[config.mk]
export PLATFORM = sky130hd
export DESIGN_NAME = lpi_req_ctrl
export DESIGN_NICKNAME = d
export VERILOG_FILES = /design/src/rtl/lpi_pkg.sv /design/src/rtl/lpi_tick_gen.sv /design/src/rtl/lpi_port_ctl.sv /design/src/rtl/lpi_req_ctrl.sv
export SDC_FILE = /design/constraint.sdc
export NUM_CORES = 1
export LEC_CHECK = 0
export CORE_ASPECT_RATIO = 0.75
export CORE_UTILIZATION = 25
export DETAILED_ROUTE_END_ITERATION = 16
export PLACE_DENSITY = 0.63
export SYNTH_ARGS = -nofsm -noshare
export SYNTH_HDL_FRONTEND = slang
export SYNTH_SLANG_ARGS = --single-unit
[constraint.sdc]
create_clock -name clk -period 10.5 [get_ports clk]
set_input_delay 2.625 -clock clk [delete_from_list [all_inputs] [get_ports clk]]
set_output_delay 2.625 -clock clk [all_outputs]
set_load 0.01 [all_outputs]
[src/rtl/lpi_pkg.sv]
package lpi_pkg;
  // Default exponent of the tick period: one tick per 4096 clocks.
  localparam int unsigned TICK_EXP_DEF = 12;

  // Side of the idle boundary a port currently sits on.
  typedef enum logic {
    SIDE_AWAKE  = 1'b0,
    SIDE_ASLEEP = 1'b1
  } lpi_side_e;
endpackage

[src/rtl/lpi_tick_gen.sv]
module lpi_tick_gen #(
  parameter int unsigned TICK_EXP = 12
) (
  input  logic clk,
  input  logic rst,
  output logic tick_o
);
  localparam logic [TICK_EXP-1:0] LAST = {TICK_EXP{1'b1}};

  logic [TICK_EXP-1:0] cnt_q;

  always_ff @(posedge clk) begin
    if (rst) begin
      cnt_q  <= '0;
      tick_o <= 1'b0;
    end else begin
      cnt_q  <= cnt_q + 1'b1;
      tick_o <= (cnt_q == LAST);
    end
  end

  // Ticks never land on back-to-back cycles (R3 tick spacing).
  p_tick_spacing_r3: assert property (@(posedge clk) disable iff (rst)
    tick_o |=> !tick_o);
endmodule

[src/rtl/lpi_port_ctl.sv]
module lpi_port_ctl
  import lpi_pkg::*;
#(
  parameter int unsigned OCC_W = 16,
  parameter int unsigned TMR_W = 8
) (
  input  logic             clk,
  input  logic             rst,
  input  logic             tick_i,
  input  logic [OCC_W-1:0] occ_i,
  input  logic [OCC_W-1:0] thx_i,
  input  logic [TMR_W-1:0] ton_i,
  input  logic [TMR_W-1:0] tof_i,
  output logic             req_o,
  output logic             filled_o,
  output logic [TMR_W-1:0] timer_o
);
  lpi_side_e side_q;
  logic      empty_now;
  logic      edge_seen;
  logic      waiting;
  logic [TMR_W-1:0] limit;

  assign empty_now = (occ_i == '0);
  // filled_o still holds last cycle's view; mismatch means a transition.
  assign edge_seen = (filled_o == empty_now);
  // Counting happens only when the buffer state disagrees with the side.
  assign waiting   = empty_now ? (side_q == SIDE_AWAKE) : (side_q == SIDE_ASLEEP);
  assign limit     = empty_now ? ton_i : tof_i;
  assign req_o     = (side_q == SIDE_ASLEEP);

  always_ff @(posedge clk) begin
    if (rst) begin
      side_q   <= SIDE_AWAKE;
      filled_o <= 1'b0;
      timer_o  <= '0;
    end else begin
      filled_o <= !empty_now;
      if (thx_i == '0) begin
        side_q  <= SIDE_AWAKE;
        timer_o <= '0;
      end else if (occ_i >= thx_i) begin
        side_q  <= SIDE_AWAKE;
        timer_o <= '0;
      end else if (edge_seen) begin
        timer_o <= '0;
      end else if (waiting) begin
        if (timer_o >= limit) begin
          side_q  <= (side_q == SIDE_AWAKE) ? SIDE_ASLEEP : SIDE_AWAKE;
          timer_o <= '0;
        end else if (tick_i) begin
          timer_o <= timer_o + 1'b1;
        end
      end
    end
  end

  // a zero threshold keeps the request low.
  p_disabled_low_r2: assert property (@(posedge clk) disable iff (rst)
    (thx_i == '0) |=> !req_o);

  // occupancy at or above the threshold forces the request low.
  p_force_wake_r5: assert property (@(posedge clk) disable iff (rst)
    ((thx_i != '0) && (occ_i >= thx_i)) |=> !req_o);

  // the request only rises from an empty buffer.
  p_rise_when_empty_r3: assert property (@(posedge clk) disable iff (rst)
    $rose(req_o) |-> ($past(occ_i) == '0));

  // the request only falls with data present or the port disabled.
  p_fall_cause_r4: assert property (@(posedge clk) disable iff (rst)
    $fell(req_o) |-> (($past(occ_i) != '0) || ($past(thx_i) == '0)));

  // an empty/non-empty change restarts the timer.
  p_timer_restart_r8: assert property (@(posedge clk) disable iff (rst)
    (filled_o != (occ_i != '0)) |=> (timer_o == '0));
endmodule

[src/rtl/lpi_req_ctrl.sv]
module lpi_req_ctrl
  import lpi_pkg::*;
#(
  parameter int unsigned NUM_PORTS = 4,
  parameter int unsigned OCC_W     = 16,
  parameter int unsigned TMR_W     = 8,
  parameter int unsigned TICK_EXP  = TICK_EXP_DEF
) (
  input  logic                       clk,
  input  logic                       rst,
  input  logic [NUM_PORTS*OCC_W-1:0] occ_i,
  input  logic [NUM_PORTS*OCC_W-1:0] wake_thr_i,
  input  logic [NUM_PORTS*TMR_W-1:0] sleep_to_i,
  input  logic [NUM_PORTS*TMR_W-1:0] wake_to_i,
  output logic [NUM_PORTS-1:0]       lpi_req_o,
  output logic [NUM_PORTS-1:0]       buf_filled_o,
  output logic [NUM_PORTS*TMR_W-1:0] timer_o
);
  logic tick;

  lpi_tick_gen #(.TICK_EXP(TICK_EXP)) tick_i (
    .clk    (clk),
    .rst    (rst),
    .tick_o (tick)
  );

  for (genvar p = 0; p < NUM_PORTS; p++) begin : g_port
    lpi_port_ctl #(.OCC_W(OCC_W), .TMR_W(TMR_W)) port_i (
      .clk      (clk),
      .rst      (rst),
      .tick_i   (tick),
      .occ_i    (occ_i[p*OCC_W +: OCC_W]),
      .thx_i    (wake_thr_i[p*OCC_W +: OCC_W]),
      .ton_i    (sleep_to_i[p*TMR_W +: TMR_W]),
      .tof_i    (wake_to_i[p*TMR_W +: TMR_W]),
      .req_o    (lpi_req_o[p]),
      .filled_o (buf_filled_o[p]),
      .timer_o  (timer_o[p*TMR_W +: TMR_W])
    );
  end
endmodule

# == Word level (Yosys, flattened, before mapping) ==
# Cells that the tools add are included.
# totals
mem_bits_rw,0
rom_bits,0
register_bits,53
mem_count,0
latch_bits,0
# op_classes
addsub,5
shift,0
eq_ne,5
bitwise_logic,8
multipliers,0
n_mux,20
div_mod_pow,0
reduce_logical,32
order_cmp,8
# ops
operator,count
logical NOT 16 bit,8
2-to-1 mux 8 bit,12
>= comparator 16 bit,4
"adder 8 x 1 -> 8 bit, second input constant",4
>= comparator 8 bit,4
OR reduction 4 bit,4
"adder 12 x 1 -> 12 bit, second input constant",1
"equality test 12 bit, second input constant",1
AND reduction 3 bit,4
OR reduction 3 bit,4
2-to-1 mux 1 bit,8
inverter 1 bit,8
AND reduction 2 bit,4
nonzero test 2 bit,4
equality test 1 bit,4
logical NOT 1 bit,4

# == Depth between registers and ports, before layout ==
# logic_depth
word_depth,5
ltp_mapped,14
depth_no_buf,12

# == By module ==
# A second synthesis with hierarchy kept.
# unflattened
hier_cells,726
area_unflattened_um2,5814.3
# by_module_without_submodules
mod,n_inst,area_each_um2,cells_per_inst,seq_area_each_um2
lpi_port_ctl (g_port[0].port_i ...),3,1283.7,163,200.2
lpi_port_ctl (g_port[1].port_i),1,1421.4,180,200.2
lpi_tick_gen,1,541.8,57,260.2

# == Worst setup path after synthesis ==
# No wires, ideal clock.
# synth_timing
path_type,input -> register
from,input port occ_i[26]
to,register g_port[1].port_i.timer_o[0]
n_path_buf,2
slack_ps,5356
setup_time_ps,86
required_ps,10414
arrival_time_ps,5059
path_stages,13
path_cell_list,nor4_1 -> nand4_1 -> buf_1 -> nand2_1 -> nand2_1 -> ha_1 -> nor3b_1 -> o21ai_1 -> a21oi_1 -> nor2b_1 -> buf_2 -> a21oi_1 -> a211oi_1
# synth_via
elab_chain_len,5
word_cells_on_any_way,10
# synth_rtl
element,line,text
"start, declared",lpi_req_ctrl.sv:11,"input logic [NUM_PORTS*OCC_W-1:0] occ_i,"
logical NOT 16 bit,lpi_port_ctl.sv:24,assign empty_now = (occ_i == '0);
2-to-1 mux 8 bit,lpi_port_ctl.sv:29,assign limit = empty_now ? ton_i : tof_i;
>= comparator 8 bit,lpi_port_ctl.sv:48,if (timer_o >= limit) begin
nonzero test 2 bit (no line),-,
AND reduction 2 bit (no line),-,
"end signal, assigned",lpi_port_ctl.sv:52,timer_o <= timer_o + 1'b1;
"end, declared",lpi_port_ctl.sv:16,output logic [TMR_W-1:0] timer_o
# Parallel ways exist; a longest one is shown, timed or not.
# A chain may end at the register's enable or synchronous reset.

# == Worst setup path after layout ==
# layout_timing
from,input port occ_i[35]
to,register g_port[2].port_i.timer_o[5]
# layout_via
elab_chain_len,5
word_cells_on_any_way,10
# layout_rtl
element,line
logical NOT 16 bit,lpi_port_ctl.sv:24
2-to-1 mux 8 bit,lpi_port_ctl.sv:29
>= comparator 8 bit,lpi_port_ctl.sv:48
nonzero test 2 bit (no line),-
AND reduction 2 bit (no line),-
"end signal, assigned",lpi_port_ctl.sv:52
"end, declared",lpi_port_ctl.sv:16
# Parallel ways exist; a longest one is shown, timed or not.

==> results_dict.tcl <==
set metrics [dict create \
    ant_nets 0 \
    insertion_delay_ns 0.29 \
    critPathLaunchType "input pin" \
    arrival_ns 6.57 \
    cts_tree "done" \
    drt_wl_total_mm 16.3 \
    cts_resized 0 \
    final_max_slew_viol_count 0 \
    timing.final.crit_period_ns 6.35 \
    clock_path_buffers 2 \
    maxSlewHeadroom 0.317 \
    worstPathRequired_ns 10.72 \
    synth_ff_type "dfxtp_1" \
    grt_remaining_overflow 0 \
    first_global_vias 5617 \
    total_leakage_power_nw 3.46 \
    grt_pass1_wl_mm 26.2 \
    skew_ns 0.00701 \
    syn2layout_area_growth_pct 50.2 \
    num_antenna_cells 0 \
    final_nets 1218 \
    die_w_um 172 \
    met3_length_mm 1.15 \
    place_hpwl_mm 13.7 \
    crit_type "in -> reg" \
    ys_warn_count 0 \
    hold_buffers 0 \
    die_area_sq_mm 0.0224 \
    powerDensity_mw_per_mm2 64.6 \
    final_cell_area_sq_mm 0.00818 \
    r2r_start "g_port[2].port_i.timer_o[0]" \
    wl_met2_mm 6.77 \
    cts_sinks 53 \
    synth_nets 997 \
    top_layer "met4" \
    cts_setup_buffers 0 \
    worstHoldPathType "reg -> reg" \
    drtIter0Drc 277 \
    rows 46 \
    routedWlPerCell_um 13.4 \
    layout-drive-gt1-share 0.0271 \
    setup_tns_ns 0 \
    worst_pin_slew_ns 1.02 \
    place_congestion 0.828 \
    drt_pre_antenna_iters 4 \
    rsz0062_at_grt "false" \
    placed_cell_area_sq_mm 0.00803 \
    initial_core_util 0.256 \
    cts_buffers 5 \
    drv_cap 0 \
    via_per_inst 4.73 \
    vias 5732 \
    timing.fmax_mhz 157 \
    hold_viol 0 \
    cts_max_level 2 \
    grt_usage 0.145 \
    netlist_area_sq_mm 0.00545 \
    grt_max_degree 22 \
    cts.root.buffer_cell "clkbuf_16" \
    ys_seq_area_frac 0.195 \
    ys_ff_latch 53 \
    synth_cell_types 58 \
    finalPower_mw 0.529 \
    path_clk_slew_ns 0.07 \
    crit_fanout 14 \
    utilization 0.385 \
    critPathLaunch "occ_i[35]" \
    fp.dieH_um 130 \
    setup_violations 0 \
    worstHoldStart "tick_i.cnt_q[0]" \
    max-vdd-ir-drop_uv 43.0 \
    endpoint_kind "flip-flop" \
    m1WireLength_mm 8.25 \
    antenna_found_initial 0 \
    synthArstFlopShare 0 \
    synth_cells 702 \
    n_fill_cell 2170 \
    outcome "complete, no violations" \
    fin_crit_sh 0.605 \
    synth-edff-count 0 \
    portBuffers 233 \
    io_pins 234 \
    fp.coreArea_sq_mm 0.0212 \
    drc 0 \
    avgSynthCellArea_sq_um 7.76 \
]
## metal layers
metal  up-vias  track usage
met5         -            0
met1      2553        0.198
li1       3006            -
met3         8       0.0340
met2       165        0.234
met4         0       0.0255
## cell type report
cell class                      instances  area, sq um  share of cell area
Sequential cell                        53         1060               0.130
Multi-Input combinational cell        551         3980               0.486
Timing Repair Buffer                  235         2350               0.287
Tap cell                              288          360              0.0441
Inverter                               77          289              0.0353
Clock buffer                            7          143              0.0174
## layout by cell type (no fill, tap or decap), types with 5 or more instances in the layout
cell and n:
mux2i_1 28, o211ai_1 6, dfxtp_1 53, a31oi_1 14, a21o_1 8, o21ai_1 8, clkdlybuf4s50_1 233, nand4_1 22
or3_1 6, nor2_1 56, nand2_1 64, xor2_1 11, xnor2_1 5, ha_1 101, inv_1 76, clkbuf_16 5
nand3_1 35, o21ai_0 25, and4_1 5, nand2b_1 7, a21oi_1 37, a211oi_1 12, o21a_1 10, nor4_1 34
## metrics by stage
step / std cells / hold WS, ns / setup slack (ns)
final: 1211 / 0.449 / 4.15
after global routing: 1211 / 0.478 / 3.65
after CTS: 1211 / 0.446 / 4.15
after detailed placement: 1204 / 0.431 / 3.87
after global placement: 1204 / 0.428 / 3.89
after floorplan: 702 / 0.413 / 5.36
## path summary, 6_finish.rpt
path | end | slack (ns) | cells past startpoint
worst max register to register | g_port[2].port_i.timer_o[5] | 7.76 | 8
worst max-delay path | g_port[2].port_i.timer_o[5] | 4.15 | 11
worst min-delay path | tick_i.cnt_q[0] | 0.45 | 1
worst min register to register | tick_i.cnt_q[0] | 0.45 | 1
## registers in the layout, indices dropped and copies added (netlist names)
name	flops
g_port.port_i.filled_o	4
g_port.port_i.req_o	4
g_port.port_i.timer_o	32
tick_i.cnt_q	12
tick_i.tick_o	1
## report_power, final
group / total [mW] / switching (mW) / leakage [nW] / internal [mW]
clock network: 0.168 / 0.0739 / 0.0700 / 0.0940
logic: 0.156 / 0.0587 / 2.96 / 0.0976
registers: 0.204 / 0.00170 / 0.429 / 0.203
## logic make-up after synthesis
family,share of synthesized area
and+or+nand+nor,0.247
DFF,0.195
xor gates and xnor gates,0.0287
adders and majority gates,0.232
buffers and inverters,0.0749
muxes,0.0556
AOI/OAI and AO/OA,0.167
## synth_stat cells (3+ instances only)
cell type,number,area share
xor2_1,11,0.018
nor3b_1,4,0.0055
or4_1,3,0.0041
o211ai_1,6,0.0083
mux2i_1,28,0.051
clkbuf_1,6,0.0041
buf_1,4,0.0028
a21oi_1,37,0.034
nand2b_1,7,0.0080
o21ai_1,8,0.0074
o21a_1,10,0.014
dfxtp_1,53,0.19
nand3_1,35,0.032
ha_1,101,0.23
a221oi_1,3,0.0048
a31oi_2,4,0.0092
and3_1,4,0.0046
buf_4,8,0.011
nor3_1,4,0.0037
nor2_1,56,0.039
a211oi_1,12,0.017
a21o_1,8,0.011
o21ai_0,25,0.023
nand4_1,22,0.025
or3_1,6,0.0069
nor4_1,34,0.039
nand2_1,64,0.044
a2111oi_0,4,0.0064
inv_1,76,0.052
nor2b_1,4,0.0046
xnor2_1,5,0.0080
and4_1,5,0.0080
a31oi_1,14,0.016
## critical path, cell delays in order
cell and delay, ns:
clkdlybuf4s50_1 0.43, nor4_1 0.39, nand4_2 0.54, mux2_2 0.48, ha_1 0.27, nor3b_1 0.16
o21ai_0 0.10, a21oi_1 0.81, nand3_2 0.18, or4_1 0.43, a21oi_1 0.14
No activity file was read; power rests on OpenSTA's default activity.
